--- src/rtl/iq_pkg.sv ---
package iq_pkg;

  typedef struct packed {
    logic valid;
    logic squashed;
    logic held;
    logic rdy0;
    logic rdy1;
  } iq_flags_t;

  function automatic logic wants_issue(iq_flags_t f);
    return f.valid & ~f.squashed & ~f.held & f.rdy0 & f.rdy1;
  endfunction

endpackage

--- src/rtl/iq_scoreboard.sv ---
module iq_scoreboard #(
  parameter int TAG_W = 6,
  parameter int NPHYS = 48
) (
  input  logic             clk,
  input  logic             rst,
  input  logic             wb_valid_i,
  input  logic [TAG_W-1:0] wb_tag_i,
  input  logic             busy_i,
  input  logic [TAG_W-1:0] busy_tag_i,
  input  logic [TAG_W-1:0] q0_tag_i,
  input  logic [TAG_W-1:0] q1_tag_i,
  output logic             q0_rdy_o,
  output logic             q1_rdy_o
);
  localparam int TAGS = 1 << TAG_W;

  logic [TAGS-1:0] ready_q;

  function automatic logic special(logic [TAG_W-1:0] t);
    return 32'(t) >= NPHYS;
  endfunction

  // Forward a same-cycle broadcast so a source is never stranded.
  assign q0_rdy_o = special(q0_tag_i) | ready_q[q0_tag_i] |
                    (wb_valid_i && wb_tag_i == q0_tag_i);
  assign q1_rdy_o = special(q1_tag_i) | ready_q[q1_tag_i] |
                    (wb_valid_i && wb_tag_i == q1_tag_i);

  always_ff @(posedge clk) begin
    if (rst) begin
      ready_q <= '1;
    end else begin
      if (wb_valid_i) ready_q[wb_tag_i] <= 1'b1;
      if (busy_i && !special(busy_tag_i)) ready_q[busy_tag_i] <= 1'b0;
    end
  end
endmodule

--- src/rtl/iq_alloc.sv ---
module iq_alloc #(
  parameter int DEPTH = 8,
  localparam int CNT_W = $clog2(DEPTH + 1)
) (
  input  logic [DEPTH-1:0] valid_i,
  output logic [DEPTH-1:0] pick_o,
  output logic             any_free_o,
  output logic [CNT_W-1:0] free_cnt_o
);
  always_comb begin
    pick_o     = '0;
    any_free_o = 1'b0;
    free_cnt_o = '0;
    for (int i = 0; i < DEPTH; i++) begin
      if (!valid_i[i]) begin
        if (!any_free_o) pick_o[i] = 1'b1;
        any_free_o = 1'b1;
        free_cnt_o = free_cnt_o + CNT_W'(1);
      end
    end
  end
endmodule

--- src/rtl/iq_entry.sv ---
module iq_entry
  import iq_pkg::*;
#(
  parameter int SEQ_W = 8,
  parameter int TAG_W = 6,
  parameter int CLS_W = 3
) (
  input  logic             clk,
  input  logic             rst,
  input  logic             load_i,
  input  logic [SEQ_W-1:0] ld_seq_i,
  input  logic [CLS_W-1:0] ld_cls_i,
  input  logic [TAG_W-1:0] ld_src0_i,
  input  logic [TAG_W-1:0] ld_src1_i,
  input  logic             ld_hold_i,
  input  logic             ld_rdy0_i,
  input  logic             ld_rdy1_i,
  input  logic             wb_valid_i,
  input  logic [TAG_W-1:0] wb_tag_i,
  input  logic             rel_valid_i,
  input  logic [SEQ_W-1:0] rel_seq_i,
  input  logic             sq_valid_i,
  input  logic [SEQ_W-1:0] sq_seq_i,
  input  logic             grant_i,
  output logic             valid_o,
  output logic             req_o,
  output logic [SEQ_W-1:0] seq_o,
  output logic [CLS_W-1:0] cls_o
);
  iq_flags_t        f_q;
  logic [TAG_W-1:0] src0_q, src1_q;

  assign valid_o = f_q.valid;
  assign req_o   = wants_issue(f_q);

  always_ff @(posedge clk) begin
    if (rst) begin
      f_q    <= '0;
      seq_o  <= '0;
      cls_o  <= '0;
      src0_q <= '0;
      src1_q <= '0;
    end else if (load_i) begin
      f_q    <= '{valid: 1'b1, squashed: 1'b0, held: ld_hold_i,
                  rdy0: ld_rdy0_i, rdy1: ld_rdy1_i};
      seq_o  <= ld_seq_i;
      cls_o  <= ld_cls_i;
      src0_q <= ld_src0_i;
      src1_q <= ld_src1_i;
    end else if (f_q.valid) begin
      if (f_q.squashed || (grant_i && req_o)) begin
        f_q <= '0;
      end else begin
        if (wb_valid_i && wb_tag_i == src0_q) f_q.rdy0 <= 1'b1;
        if (wb_valid_i && wb_tag_i == src1_q) f_q.rdy1 <= 1'b1;
        if (rel_valid_i && rel_seq_i == seq_o) f_q.held <= 1'b0;
        if (sq_valid_i && seq_o > sq_seq_i) begin
          f_q.squashed <= 1'b1;
          f_q.held     <= 1'b0;
        end
      end
    end
  end
endmodule

--- src/rtl/issue_queue.sv ---
module issue_queue #(
  parameter int DEPTH = 8,
  parameter int SEQ_W = 8,
  parameter int TAG_W = 6,
  parameter int NPHYS = 48,
  parameter int CLS_W = 3
) (
  input  logic                       clk,
  input  logic                       rst,
  input  logic                       disp_valid_i,
  input  logic [SEQ_W-1:0]           disp_seq_i,
  input  logic [CLS_W-1:0]           disp_cls_i,
  input  logic [TAG_W-1:0]           disp_src0_i,
  input  logic [TAG_W-1:0]           disp_src1_i,
  input  logic [TAG_W-1:0]           disp_dst_i,
  input  logic                       disp_hold_i,
  input  logic                       wb_valid_i,
  input  logic [TAG_W-1:0]           wb_tag_i,
  input  logic                       rel_valid_i,
  input  logic [SEQ_W-1:0]           rel_seq_i,
  input  logic                       sq_valid_i,
  input  logic [SEQ_W-1:0]           sq_seq_i,
  input  logic [DEPTH-1:0]           grant_i,
  output logic [DEPTH-1:0]           req_o,
  output logic                       full_o,
  output logic [$clog2(DEPTH+1)-1:0] free_cnt_o,
  output logic [DEPTH*SEQ_W-1:0]     ent_seq_o,
  output logic [DEPTH*CLS_W-1:0]     ent_cls_o
);
  logic [DEPTH-1:0] valid, pick;
  logic             any_free, accept, s0_rdy, s1_rdy;

  assign full_o = ~any_free;
  assign accept = disp_valid_i & any_free;

  iq_scoreboard #(.TAG_W(TAG_W), .NPHYS(NPHYS)) u_sb (
    .clk        (clk),
    .rst        (rst),
    .wb_valid_i (wb_valid_i),
    .wb_tag_i   (wb_tag_i),
    .busy_i     (accept),
    .busy_tag_i (disp_dst_i),
    .q0_tag_i   (disp_src0_i),
    .q1_tag_i   (disp_src1_i),
    .q0_rdy_o   (s0_rdy),
    .q1_rdy_o   (s1_rdy)
  );

  iq_alloc #(.DEPTH(DEPTH)) u_alloc (
    .valid_i    (valid),
    .pick_o     (pick),
    .any_free_o (any_free),
    .free_cnt_o (free_cnt_o)
  );

  for (genvar g = 0; g < DEPTH; g++) begin : g_slot
    iq_entry #(.SEQ_W(SEQ_W), .TAG_W(TAG_W), .CLS_W(CLS_W)) u_ent (
      .clk         (clk),
      .rst         (rst),
      .load_i      (accept & pick[g]),
      .ld_seq_i    (disp_seq_i),
      .ld_cls_i    (disp_cls_i),
      .ld_src0_i   (disp_src0_i),
      .ld_src1_i   (disp_src1_i),
      .ld_hold_i   (disp_hold_i),
      .ld_rdy0_i   (s0_rdy),
      .ld_rdy1_i   (s1_rdy),
      .wb_valid_i  (wb_valid_i),
      .wb_tag_i    (wb_tag_i),
      .rel_valid_i (rel_valid_i),
      .rel_seq_i   (rel_seq_i),
      .sq_valid_i  (sq_valid_i),
      .sq_seq_i    (sq_seq_i),
      .grant_i     (grant_i[g]),
      .valid_o     (valid[g]),
      .req_o       (req_o[g]),
      .seq_o       (ent_seq_o[g*SEQ_W +: SEQ_W]),
      .cls_o       (ent_cls_o[g*CLS_W +: CLS_W])
    );
  end
endmodule

--- config.mk ---
export PLATFORM = sky130hd
export DESIGN_NAME = issue_queue
export DESIGN_NICKNAME = d
export VERILOG_FILES = /design/src/rtl/iq_pkg.sv /design/src/rtl/iq_scoreboard.sv /design/src/rtl/iq_alloc.sv /design/src/rtl/iq_entry.sv /design/src/rtl/issue_queue.sv
export SDC_FILE = /design/constraint.sdc
export NUM_CORES = 1
export LEC_CHECK = 0
export ABC_AREA = 1
export BUFFER_PORTS_ARGS = -buffer_cell sky130_fd_sc_hd__buf_2
export CELL_PAD_IN_SITES_DETAIL_PLACEMENT = 1
export CELL_PAD_IN_SITES_GLOBAL_PLACEMENT = 1
export CORE_UTILIZATION = 30
export CTS_CLUSTER_SIZE = 40
export DETAILED_ROUTE_END_ITERATION = 10
export PLACE_DENSITY_LB_ADDON = 0.1
export SLEW_MARGIN = 0
export SYNTH_ARGS = -nofsm -noshare
export SYNTH_HDL_FRONTEND = slang
export SYNTH_HIERARCHICAL = 1
export SYNTH_SLANG_ARGS = --single-unit
export TNS_END_PERCENT = 10
--- constraint.sdc ---
create_clock -name clk -period 8.5 [get_ports clk]
set_clock_uncertainty 0.15 [all_clocks]
set_input_delay 1.275 -clock clk [delete_from_list [all_inputs] [get_ports clk]]
set_output_delay 1.275 -clock clk [all_outputs]
set_load 0.01 [all_outputs]
==> summary.log <==
qor: sta.max-slew-margin-rel 0.323
qor: floorplan.num_io_pins 167
qor: floorplan.initial_core_utilization 0.305
qor: grt.grt_antenna_before_repair 0
qor: routing.drt_iter0_markers 895
qor: yosys.fraction_of_registers_with_async_set_or_reset_after_synthesis 0
qor: grt.grt_first_pass_wirelength 108 mm
qor: sta.setup_viol 0
qor: sta.worst_slew_pin_slew 1020 ps
qor: setup_path.critical_path_fanouts_max 5
qor: job.timing.max_cap.violations 0
qor: yosys.yosys_register_bits 272
qor: yosys.ys.flop_type dfxtp_1
qor: yosys.synthCells 2,640
qor: sta.period_share 0.670
qor: grt.first_global_vias 18,144
qor: routing.postRouteAntennaNets 0
qor: placement.globalplace.congestion 0.837
qor: yosys.ys_top_cells_by_area dfxtp_1 32%, nand2_1 12%, nor2_1 8.0%
qor: clocking.tritoncts_clock_tree yes
qor: routing.drc 0
qor: placement.hpwl 49.5 mm
qor: grt.grt_max_degree 49
qor: grt.track_usage 0.248
qor: setup_path.slowest_cell_on_the_critical_path dfxtp_1
qor: setup_path.cp_num_buf_inv 6
qor: setup_path.arrival 4270 ps
qor: routing.postRouteWirelength 70.9 mm
qor: cells_and_area.drive_gt1_frac 0.141
qor: setup_path.timing.reg2reg.setup_slack 4940 ps
qor: sta.hold_viol 0
qor: floorplan.fp.dieH 239 µm
qor: routing.avgViaCountPerCell 5.05
qor: sta.timing.final.max_slew_violations 0
qor: setup_path.crit_path_cell_trace inv_1, ha_1, inv_1, nand2_1, nand2_2, inv_2, ha_1, or2_2, nand2_1, nand2_1, nand3_1, nand3_1, nand2_1, inv_1, ha_1, or2_2, nand2_1, inv_1, ha_1, nand2_1, o21ai_0, buf_2
qor: clocking.ctsRootBufferMaster clkbuf_16
qor: placement.place_area 18,300 µm²
qor: sta.fmax 176 MHz
qor: cells_and_area.finish.net_count 2,913
qor: cells_and_area.final_cell_area 19,500 µm²
qor: yosys.synth.top_cell.area_share 0.322
qor: clocking.cts_setup_buffers 0
qor: yosys.yosys-top-cells-count 561 x nand2_1, 360 x nor2_1, 332 x inv_1
qor: routing.router_iterations_before_antenna_repair 5
qor: cells_and_area.area.growth.synth_to_final 15.5%
qor: grt.global_route.overflow_total 0
qor: sta.time_the_worst_path_needs_with_i_o_delays_and_setup 5690 ps
qor: placement.dp.cells 3,482
qor: routing.routedWlPerCell 20.0 µm
qor: yosys.syn-cell-area 16,900 µm²
qor: yosys.yosys_synthesis_warning_count 6
qor: yosys.post_synthesis_cell_type_with_the_largest_combined_area dfxtp_1
qor: run_status.run_status finished, final reports clean
qor: setup_path.worst_setup_path_start_kind flip-flop
qor: yosys.postSynthNetCount 2,779
qor: clocking.ctsHoldBuffers 0
qor: clocking.cts_inserted_buffers 38
qor: setup_path.crit_path_end_kind output pin
qor: setup_path.crit_type flip-flop to output pin
qor: yosys.synth-edff-count 0
qor: clocking.worst_setup_hold_path_clk_slew 50 ps
qor: setup_path.crit_family simple AND/OR/NAND/NOR gates
qor: setup_path.critical_path.most_common_cell nand2_1
qor: floorplan.design.die.area 57,200 µm²
qor: power.peakVddDrop 0.100 mV
qor: floorplan.design.core.area 55,300 µm²
qor: power.power.leakage 0.00952 µW
qor: floorplan.row_count 86
qor: clocking.post_cts.resized_instances 0
qor: setup_path.endpoint_required_time_on_the_critical_path 7070 ps
qor: cells_and_area.final_cell_count_no_fill 3,548
qor: hold_path.worst_hold_path_class flip-flop to flip-flop
qor: clocking.htree_levels 2
qor: cells_and_area.antenna-diode-count 0
qor: floorplan.dieWidth 239 µm
qor: clocking.worstSkewPairLatency 560 ps
qor: yosys.seq_area_frac_synth 0.322
qor: yosys.yosysMostFrequentCell nand2_1
qor: setup_path.crit_path_max_incr_delay 420 ps
qor: yosys.synthesis.area_per_instance 6.40 µm²
qor: power.areal_power_density_over_the_cells 175 nW/µm²
qor: sta.tns 0 ps
qor: clocking.clock_sink_count 272
qor: clocking.ctsLongestPathBuffers 3
qor: placement.port_buffers 166
qor: yosys.synthDistinctLibCells 43
qor: routing.vias 17,906
qor: sta.grt_setup_unrepaired no
## through the flow
stage | util | hold WS [ps] | setup slack (ps) | total power [µW]
5_1_grt | 0.353 | 328 | 2490 | 3580
3_3_place_gp | 0.330 | 296 | 3530 | 1830
4_1_cts | 0.353 | 311 | 2750 | 3480
2_1_floorplan | - | 283 | 3810 | 1640
6_report | 0.353 | 310 | 2810 | 3420
3_5_place_dp | 0.330 | 302 | 3360 | 1850
## per-layer routing
layer	global-route usage	share of wire	routed length, µm	vias up
li1	-	-	-	8707
met1	0.323	0.47	33100	8780
met2	0.431	0.48	34000	333
met3	0.0280	0.034	2390	86
met4	0.0653	0.021	1480	0
met5	0	0	0	-
## worst paths after layout
check	start	to	cells after the start
min reg2reg	g_slot[5].u_ent/src1_q[4]$_SDFFE_PP0P_	g_slot[5].u_ent/src1_q[4]$_SDFFE_PP0P_	2
min	g_slot[5].u_ent/src1_q[4]$_SDFFE_PP0P_	g_slot[5].u_ent/src1_q[4]$_SDFFE_PP0P_	2
max reg2reg	g_slot[3].u_ent/valid_o$_SDFF_PP0_	g_slot[5].u_ent/f_q[2]$_SDFFE_PP0P_	15
max	g_slot[0].u_ent/valid_o$_SDFF_PP0_	free_cnt_o[1]	22
## layout by cell type (no fill, tap or decap), drive strengths merged
master / synthesis / final
nand2: 589 / 589
inv: 413 / 413
nor2: 370 / 370
o21ai: 322 / 322
dfxtp: 272 / 272
buf: 54 / 176
nand3: 172 / 172
a21oi: 129 / 129
ha: 73 / 73
clkbuf: 28 / 58
or2: 26 / 26
nand4: 26 / 26
xnor2: 25 / 25
o22ai: 25 / 25
a21boi: 25 / 25
xor2: 20 / 20
o211ai: 19 / 19
nor3: 18 / 18
clkinv: 10 / 17
nor4: 13 / 13
a21o: 8 / 8
bufinv: 0 / 1
a221oi: 1 / 1
o2111ai: 1 / 1
nand3b: 1 / 1
## sequential cells by signal, summed over array words and instances, names as in the netlist
| signal | count |
|---|---|
| g_slot.u_ent/seq_o | 64 |
| g_slot.u_ent/src0_q | 48 |
| g_slot.u_ent/src1_q | 48 |
| u_sb/ready_q | 48 |
| g_slot.u_ent/f_q | 32 |
| g_slot.u_ent/cls_o | 24 |
| g_slot.u_ent/valid_o | 8 |
## worst register-to-register path, stage by stage, from the launching register on
cell and delay, ps:
dfxtp_1 560, inv_2 160, nor3_1 200, inv_1 120, nor2_1 100, inv_1 80
nor2_1 170, nand3_1 130, nand2_2 280, nor2_1 110, buf_4 220, inv_2 570
nand2_1 300, nand2_1 160, nand2_1 70, a21oi_2 110
## logic make-up after synthesis
kind of cell	synth area share
xor+xnor	0.0233
fa+ha+maj	0.0541
flops	0.322
compound gates	0.169
buf+inv	0.121
simple gates	0.310
## cell type report
type | count | area (µm²)
clock buffer | 58 | 1170
clock inverter | 8 | 65.1
fill | 7286 | 35800
inverter | 423 | 1590
multi-input combinational | 1863 | 9400
sequential | 272 | 5450
tap | 748 | 936
timing repair buffer | 176 | 906
## report_power, final
part	internal, µW	switching [µW]
clock network	973	629
registers	1300	20.5
logic	150	350
Note: power is estimated with default switching activity, not from simulation.
